[src/rtl/dbg_evt_pkg.sv]
package dbg_evt_pkg;

    function automatic int evt_count(int n_iac, int n_dac);
        return n_iac + 2 * n_dac + 3;
    endfunction

    function automatic int pos_dac_rd(int n_iac, int j);
        return n_iac + 2 * j;
    endfunction

    function automatic int pos_dac_wr(int n_iac, int j);
        return n_iac + 2 * j + 1;
    endfunction

    function automatic int pos_icmp(int n_iac, int n_dac);
        return n_iac + 2 * n_dac;
    endfunction

    function automatic int pos_brt(int n_iac, int n_dac);
        return n_iac + 2 * n_dac + 1;
    endfunction

    function automatic int pos_irqt(int n_iac, int n_dac);
        return n_iac + 2 * n_dac + 2;
    endfunction

endpackage

[src/rtl/dbg_evt_match.sv]
module dbg_evt_match #(
    parameter int ADDR_W = 32
) (
    input  logic              valid,
    input  logic [ADDR_W-1:0] addr,
    input  logic [ADDR_W-1:0] ref_addr,
    output logic              hit
);
    always_comb begin
        hit = valid && (addr == ref_addr);
    end
endmodule

[src/rtl/dbg_evt_regs.sv]
module dbg_evt_regs
    import dbg_evt_pkg::*;
#(
    parameter int ADDR_W = 32,
    parameter int N_IAC  = 2,
    parameter int N_DAC  = 2,
    localparam int N_EVT  = evt_count(N_IAC, N_DAC),
    localparam int CTRL_W = N_EVT + 3,
    localparam int SEL_W  = $clog2(N_IAC + N_DAC + 2)
) (
    input  logic                         clk,
    input  logic                         rst_n,
    input  logic                         wr_en,
    input  logic [SEL_W-1:0]             wr_sel,
    input  logic [ADDR_W-1:0]            wr_data,
    input  logic [N_EVT-1:0]             evt,
    output logic [N_IAC-1:0][ADDR_W-1:0] iac_o,
    output logic [N_DAC-1:0][ADDR_W-1:0] dac_o,
    output logic [CTRL_W-1:0]            ctrl_o,
    output logic [N_EVT-1:0]             status_o
);
    localparam logic [SEL_W-1:0] SEL_CTRL = SEL_W'(N_IAC + N_DAC);
    localparam logic [SEL_W-1:0] SEL_STAT = SEL_W'(N_IAC + N_DAC + 1);

    typedef struct packed {
        logic [N_IAC-1:0][ADDR_W-1:0] iac;
        logic [N_DAC-1:0][ADDR_W-1:0] dac;
        logic [CTRL_W-1:0]            ctrl;
        logic [N_EVT-1:0]             status;
    } state_t;

    state_t st_d, st_q;

    always_comb begin
        logic [N_EVT-1:0] clr_mask;
        st_d     = st_q;
        clr_mask = '0;
        if (wr_en) begin
            for (int i = 0; i < N_IAC; i++) begin
                if (wr_sel == SEL_W'(i)) st_d.iac[i] = wr_data;
            end
            for (int j = 0; j < N_DAC; j++) begin
                if (wr_sel == SEL_W'(N_IAC + j)) st_d.dac[j] = wr_data;
            end
            if (wr_sel == SEL_CTRL) st_d.ctrl = wr_data[CTRL_W-1:0];
            if (wr_sel == SEL_STAT) clr_mask = wr_data[N_EVT-1:0];
        end
        st_d.status = (st_q.status & ~clr_mask) | (evt & st_q.ctrl[N_EVT-1:0]);
    end

    always_ff @(posedge clk or negedge rst_n) begin
        if (!rst_n) st_q <= '0;
        else        st_q <= st_d;
    end

    assign iac_o    = st_q.iac;
    assign dac_o    = st_q.dac;
    assign ctrl_o   = st_q.ctrl;
    assign status_o = st_q.status;
endmodule

[src/rtl/dbg_evt_unit.sv]
module dbg_evt_unit
    import dbg_evt_pkg::*;
#(
    parameter int ADDR_W = 32,
    parameter int N_IAC  = 2,
    parameter int N_DAC  = 2,
    localparam int N_EVT  = evt_count(N_IAC, N_DAC),
    localparam int CTRL_W = N_EVT + 3,
    localparam int SEL_W  = $clog2(N_IAC + N_DAC + 2)
) (
    input  logic              clk,
    input  logic              rst_n,
    input  logic              wr_en,
    input  logic [SEL_W-1:0]  wr_sel,
    input  logic [ADDR_W-1:0] wr_data,
    input  logic              ic_valid,
    input  logic [ADDR_W-1:0] ic_addr,
    input  logic              da_valid,
    input  logic [ADDR_W-1:0] da_addr,
    input  logic              da_write,
    input  logic              br_taken,
    input  logic              irq_taken,
    output logic [N_EVT-1:0]  dbg_status,
    output logic              dbg_irq,
    output logic              crit_irq,
    output logic              freeze
);
    localparam int B_GIE = N_EVT;
    localparam int B_FRZ = N_EVT + 1;
    localparam int B_LVL = N_EVT + 2;

    logic [N_IAC-1:0][ADDR_W-1:0] iac_w;
    logic [N_DAC-1:0][ADDR_W-1:0] dac_w;
    logic [CTRL_W-1:0]            ctrl_w;
    logic [N_EVT-1:0]             evt_w;
    logic [N_IAC-1:0]             iac_hit;
    logic [N_DAC-1:0]             dac_hit;

    for (genvar i = 0; i < N_IAC; i++) begin : g_iac
        dbg_evt_match #(.ADDR_W(ADDR_W)) u_match (
            .valid    (ic_valid),
            .addr     (ic_addr),
            .ref_addr (iac_w[i]),
            .hit      (iac_hit[i])
        );
        assign evt_w[i] = iac_hit[i];
    end

    for (genvar j = 0; j < N_DAC; j++) begin : g_dac
        dbg_evt_match #(.ADDR_W(ADDR_W)) u_match (
            .valid    (da_valid),
            .addr     (da_addr),
            .ref_addr (dac_w[j]),
            .hit      (dac_hit[j])
        );
        assign evt_w[pos_dac_rd(N_IAC, j)] = dac_hit[j] & ~da_write;
        assign evt_w[pos_dac_wr(N_IAC, j)] = dac_hit[j] &  da_write;
    end

    assign evt_w[pos_icmp(N_IAC, N_DAC)] = ic_valid;
    assign evt_w[pos_brt(N_IAC, N_DAC)]  = br_taken;
    assign evt_w[pos_irqt(N_IAC, N_DAC)] = irq_taken;

    dbg_evt_regs #(.ADDR_W(ADDR_W), .N_IAC(N_IAC), .N_DAC(N_DAC)) u_regs (
        .clk      (clk),
        .rst_n    (rst_n),
        .wr_en    (wr_en),
        .wr_sel   (wr_sel),
        .wr_data  (wr_data),
        .evt      (evt_w),
        .iac_o    (iac_w),
        .dac_o    (dac_w),
        .ctrl_o   (ctrl_w),
        .status_o (dbg_status)
    );

    logic any_evt, irq_req;
    always_comb begin
        any_evt  = |dbg_status;
        irq_req  = any_evt & ctrl_w[B_GIE];
        dbg_irq  = irq_req &  ctrl_w[B_LVL];
        crit_irq = irq_req & ~ctrl_w[B_LVL];
        freeze   = any_evt & ctrl_w[B_FRZ];
    end
endmodule

[config.mk]
export PLATFORM = sky130hd
export DESIGN_NAME = dbg_evt_unit
export DESIGN_NICKNAME = d
export VERILOG_FILES = /design/src/rtl/dbg_evt_pkg.sv /design/src/rtl/dbg_evt_match.sv /design/src/rtl/dbg_evt_regs.sv /design/src/rtl/dbg_evt_unit.sv
export SDC_FILE = /design/constraint.sdc
export NUM_CORES = 1
export LEC_CHECK = 0
export BUFFER_PORTS_ARGS = -buffer_cell sky130_fd_sc_hd__buf_2
export CAP_MARGIN = 10
export CORE_ASPECT_RATIO = 0.7
export CORE_MARGIN = 1
export CORE_UTILIZATION = 57
export CTS_CLUSTER_DIAMETER = 150
export DETAILED_ROUTE_END_ITERATION = 10
export GPL_TIMING_DRIVEN = 0
export PLACE_DENSITY_LB_ADDON = 0.05
export RECOVER_POWER = 50
export SYNTH_ARGS = -nofsm -noshare
export SYNTH_HDL_FRONTEND = slang
export SYNTH_HIERARCHICAL = 1
export SYNTH_SLANG_ARGS = --single-unit
[constraint.sdc]
create_clock -name clk -period 1.7 [get_ports clk]
set_clock_uncertainty 0.1 [all_clocks]
set_input_delay 0.34 -clock clk [delete_from_list [all_inputs] [get_ports clk]]
set_output_delay 0.34 -clock clk [all_outputs]
set_load 0.005 [all_outputs]
==> results of run 1 <==
what timing repair did:
| item | 4_1_cts | 5_1_grt |
|---|---|---|
| setup buffers | 2 | 2 |
| hold buffers | 1 | 0 |
| pin swaps | 26 | 21 |
| hold endpoints to repair | 59 | 0 |
| gates cloned | 0 | 0 |
| gates resized for setup | 17 | 6 |
| setup endpoints to repair | 9 | 9 |
where the power goes:
| part | internal [mW] | switching [mW] | total [mW] |
|---|---|---|---|
| Clock | 2.22 | 1.53 | 3.75 |
| Combinational | 1.17 | 0.899 | 2.07 |
| Sequential | 4.30 | 0.542 | 4.84 |
| Total | 7.68 | 2.97 | 10.7 |
cells in the final DEF (no fill, tap or decap), drive strengths merged:
cell and count:
a311oi 1, xor2 124, clkinvlp 4, nand4 4
and2 2, dlygate4sd3 1, clkinv 3, inv 15
nor3 9, o211ai 9, and4bb 3, and4b 1
bufinv 2, nand2 10, a31oi 2, nor2b 2
nor4b 1, dfrtp 149, diode 1, mux2 140
nand2b 9, nor2 1, clkbuf 32, nor4 29
nand4b 1, buf 126, nand3 8, xnor2 4
layer usage:
layer  vias up  global-route usage  part of all wire  wire [µm]
met3        17              0.0626             0.056       1000
met5         -                   0                 0          0
li1       2171                   -                 -          -
met4         0              0.0977             0.010        182
met1      2352               0.389              0.46       8210
met2       118               0.434              0.47       8390
logic make-up (layout without fill, tap and decap cells):
kind of cell,Yosys count,count (layout),synth area share
mux,140,140,0.242
other cells,0,1,0
flops,149,149,0.501
xor+xnor,128,128,0.151
buf+inv,27,183,0.0239
compound gates,12,12,0.0119
simple gates,80,80,0.0700
final timing paths:
path	slack, ns	depth (start not counted)	end	start
min	0.07	3	u_regs/status_o[8]	irq_taken
min reg2reg	0.41	1	u_regs/iac_o[60]	u_regs/iac_o[60]
max	-0.23	4	u_regs/iac_o[17]	wr_sel[2]
max reg2reg	-0.18	7	u_regs/status_o[2]	u_regs/dac_o[3]
max in group asynchronous	0.03	3	u_regs/status_o[0]	rst_n
min in group asynchronous	0.51	2	u_regs/dac_o[19]	rst_n
state kept, by name, summed over array words and instances (netlist names):
signal,flops
u_regs/status_o,9
u_regs/dac_o,64
u_regs/ctrl_o,12
u_regs/iac_o,64
worst min-delay path: cells and delay by family:
kind	cells	cell delay, ns
compound gates	1	0.07
simple gates	1	0.05
buf+inv	1	0.08
cell usage after synthesis, drive strengths merged:
library cell    n
and2            2
nor4           29
xor2          124
mux2          140
nand2b          9
a31oi           2
o211ai          9
a311oi          1
dfrtp         149
inv            11
nor3            9
nand3           8
nor2b           2
clkbuf          1
xnor2           4
nand4           4
nor2            1
and4b           1
nand2          10
nand4b          1
nor4b           1
and4bb          3
buf            15
metrics by stage:
stage | instance area, µm² | setup slack (ns)
detailed placement | 8270 | -0.445
CTS | 8970 | -0.204
finish | 8860 | -0.231
floorplan | 7440 | 0.176
global route | 8860 | -0.272
global placement | 8230 | -1.91
final cells by class:
cell class                 instances  area [µm²]  share of cell area
clock buffer                      19         443              0.0500
multi-input combinational        360        3550               0.401
buffer                            16        83.8             0.00946
timing repair buffer             124         659              0.0744
sequential                       149        3730               0.421
tap                              162         203              0.0229
clock inverter                    13         148              0.0167
inverter                          11        41.3             0.00466
antenna                            1        2.50            0.000282
==> results.yml, run 1 <==
status:
  status: "complete, but fails checks"
  failed_checks: "design-rule violations, negative setup slack"
die:
  core_area_um2: 12500
  floorplan.rows: 34
  die_w_um: 139
  die_h_um: 97.6
  starting_density_of_the_core: 0.593
  num_io_pins: 119
  die-area_um2: 13500
clock_tree:
  cts.htree.levels: 4
  cts_buffer_depth: 2
  number_of_buffers_added_by_the_clock_tree_synthesis_step: 17
  clock_insertion_delay_worst_skew_ns: 0.42
  cts.sink_count: 149
  cts_tree: "yes"
  root_buffer: "clkbuf_16"
  clk_transition_reported_paths_ns: 0.06
setup_path:
  timing.critical_path.from_type: "input pin"
  cp_top_family: "simple AND/OR/NAND/NOR gates"
  worstSetupEndpointType: "flop"
  critical_path_required_ns: 1.90
  crit_arrival_ns: 2.13
  timing_worst_setup_path_type: "in -> reg"
  worst_path_largest_cell_delay_ns: 0.90
  critical_path.cell_chain: "clkbuf_1 > nor4b_2 > buf_4 > mux2_2"
  critical-path-slowest-cell: "nor4b_2"
  path_buf_inv: 2
  crit_fanout: 10
timing:
  timing.slew.headroom: 0.333
  setup_repair_after_global_routing_missed_its_margin: "yes"
  worst_slack_ns: -0.231
  worst_slew_pin_slew_ns: 0.998
  fmax_mhz: 518
  setup_viol: 37
  setup-tns-final_ns: -7.58
  hold_ws_ns: 0.0670
  finalHoldViolCount: 0
  final_period_minus_worst_setup_slack_ns: 1.93
  final_max_slew_viol_count: 0
  min_period_over_period: 1.14
global_route:
  grt_pass1_wl_mm: 27.7
  grt_pass1_vias: 5089
  number_of_antenna_violations_at_the_first_check_in_global_routing: 0
  grt_use_total: 0.280
  remaining_overflow_grt: 0
  grt_start_max_net_pins: 91
route:
  detailedRoute.firstPassIterationCount: 8
  via_per_inst: 5.45
  detail_route.drc_violations: 32
  first_iter_violations: 213
  vias: 4658
  ant_nets: 0
  drt-wirelength-per-cell_um: 20.8
  finalWirelength_mm: 17.8
logic_synthesis:
  syn-cell-area_um2: 7440
  synth_warnings: 6
  yosysTopAreaCell: "dfrtp_1"
  seq_area_frac_synth: 0.501
  netlist_top_cells_area: "dfrtp_1 (50%), xor2_1 (15%), mux2_4 (12%), mux2_2 (12%), nor4_1 (2.4%)"
  synth.ff_latch_count: 149
  post_synth_inst_count: 536
  yosys.cell_types.count: 30
  yosys.area.top_type_share: 0.501
  syn_area_per_cell_um2: 13.9
  synth.net_count: 643
layout:
  post_layout_nonfiller_instances: 855
  syn_to_final_growth_pct: 19.2
  utilization: 0.706
  nNetsFinal: 786
  filler_cell_count: 909
  drive_gt1_frac: 0.435
power_and_ir_drop:
  p_leak_nw: 4.06
  power-per-cell-area_nw_per_um2: 1200
  power.total_mw: 10.7
  irDropWorstVdd_mv: 0.736
placement:
  hpwlAfterDp_mm: 12.5
  place.port_buffers: 118
  routabilityCongestion: 0.836
  dp.cells: 817
run:
  number_of_max_capacitance_violations_reported: 0
worst_hold_path:
  hp-class: "in -> reg"
Note: power is estimated with default switching activity, not from simulation.
==> run 2, diff against run 1 <==
- CORE_MARGIN: 1 -> 2
==> results.yml, run 2 (synthesis gave the netlist of run 1 again) <==
setup_path:
  crit_arrival_ns: 1.45
  critical_path_required_ns: 1.26
  crit_fanout: 3
  timing_worst_setup_path_type: "reg -> out"
  worstSetupEndpointType: "output pin"
  timing.critical_path.from_type: "flop"
layout:
  regArea_um2: 3730
  filler_cell_count: 894
  nNetsFinal: 791
  multi_input_area_um2: 3560
  post_layout_nonfiller_instances: 859
  antenna-diode-count: 0
  syn_to_final_growth_pct: 20.3
  final_common_cell: "dfrtp_1"
  most-common-layout-cells: "dfrtp_1 (147), xor2_1 (124), buf_2 (119)"
  drive_gt1_frac: 0.445
  utilization: 0.710
timing:
  timing.slew.headroom: 0.416
  setup_repair_after_global_routing_missed_its_margin: "yes"
  final_period_minus_worst_setup_slack_ns: 1.89
  hold_ws_ns: 0.0814
  final_max_slew_viol_count: 0
  fmax_mhz: 529
  worst_slack_ns: -0.190
  worst_slew_pin_slew_ns: 0.876
  finalHoldViolCount: 0
  min_period_over_period: 1.11
  setup_viol: 38
global_route:
  grt_start_max_net_pins: 88
  grt_pass1_vias: 5113
  met1_usage: 0.380
  grt_use_total: 0.264
  globalRoute.busiestLayer: "met2"
  grt.met3_usage: 0.0506
  grt_util_met2: 0.415
  remaining_overflow_grt: 0
  number_of_antenna_violations_at_the_first_check_in_global_routing: 1
  grt_pass1_wl_mm: 27.6
route:
  drt-wirelength-per-cell_um: 20.3
  finalWirelength_mm: 17.5
  vias: 4772
  detail_route.drc_violations: 0
  via_per_inst: 5.56
  first_iter_violations: 178
  detailedRoute.firstPassIterationCount: 5
  ant_nets: 0
die:
  floorplan.rows: 34
  die_h_um: 99.6
  starting_density_of_the_core: 0.591
  die_w_um: 141
  num_io_pins: 119
  core_area_um2: 12600
  die-area_um2: 14000
status:
  status: "complete, but fails checks"
  failed_checks: "negative setup slack"
power_and_ir_drop:
  irDropWorstVdd_mv: 0.780
  p_leak_nw: 4.11
  power.total_mw: 10.9
  power-per-cell-area_nw_per_um2: 1220
run:
  number_of_max_capacitance_violations_reported: 0
clock_tree:
  number_of_buffers_added_by_the_clock_tree_synthesis_step: 17
  cts.sink_count: 149
  clk_transition_reported_paths_ns: 0.06
  cts_tree: "yes"
  clock_insertion_delay_worst_skew_ns: 0.41
  root_buffer: "clkbuf_16"
  cts.htree.levels: 4
  cts_buffer_depth: 2
placement:
  place.port_buffers: 118
  routabilityCongestion: 0.784
  dp.cells: 817
  hpwlAfterDp_mm: 12.7
worst_hold_path:
  hp-class: "in -> reg"
-- run 2: cell count changes in the layout (fill, tap and decap cells not counted), sizes merged --
| cell | previous run | this run |
|---|---|---|
| buf | 126 | 132 |
| bufinv | 2 | 4 |
| clkbuf | 32 | 33 |
| clkinvlp | 4 | 3 |
| diode | 1 | 0 |
| inv | 15 | 12 |
-- run 2: repair_timing --
action,in CTS,in global routing
hold endpoints to repair,62,0
pin swaps,30,21
setup buffers,5,4
resized for setup,15,6
setup endpoints to repair,9,9
gates cloned,0,0
hold buffers,1,0
-- run 2: power by group --
part | switching [mW] | internal [mW] | total (mW)
Clock | 1.45 | 2.54 | 3.99
Combinational | 0.895 | 1.22 | 2.11
Sequential | 0.536 | 4.30 | 4.83
-- run 2: metrics by stage --
step                setup TNS [ns]  instance area [µm²]  worst slack (ns)
finish                       -3.44                 8950            -0.190
global route                -17.57                 8950            -0.290
CTS                          -1.10                 9030            -0.206
detailed placement          -11.28                 8270            -0.414
global placement           -291.64                 8230             -1.91
floorplan                        0                 7440             0.176
-- run 2: cell type report --
class | count | area share
sequential | 149 | 0.417
clock inverter | 11 | 0.0194
clock buffer | 21 | 0.0515
multi-input combinational | 360 | 0.398
buffer | 16 | 0.00937
inverter | 11 | 0.00462
tap | 162 | 0.0227
timing repair buffer | 129 | 0.0778
-- run 2: final timing paths --
check | start | depth (start not counted) | slack, ns | endpoint
setup / recovery | u_regs/status_o[0] | 3 | -0.19 | crit_irq
hold / removal | irq_taken | 3 | 0.08 | u_regs/status_o[8]
setup reg to reg | u_regs/dac_o[54] | 7 | -0.18 | u_regs/status_o[5]
hold reg to reg | u_regs/ctrl_o[1] | 2 | 0.41 | u_regs/status_o[1]
max in group asynchronous | rst_n | 3 | 0.07 | u_regs/status_o[8]
min in group asynchronous | rst_n | 2 | 0.51 | u_regs/dac_o[18]
-- run 2: routing by layer --
metal	up-vias	share of wire
met2	120	0.46
met5	-	0.00069
met3	16	0.046
met1	2460	0.48
li1	2174	-
met4	2	0.0096
-- run 2: critical path, cell delays in order, from the launching register on --
cell and delay (ns):
dfrtp_2 0.42, nor4_4 0.32, a311oi_1 0.15, buf_2 0.15
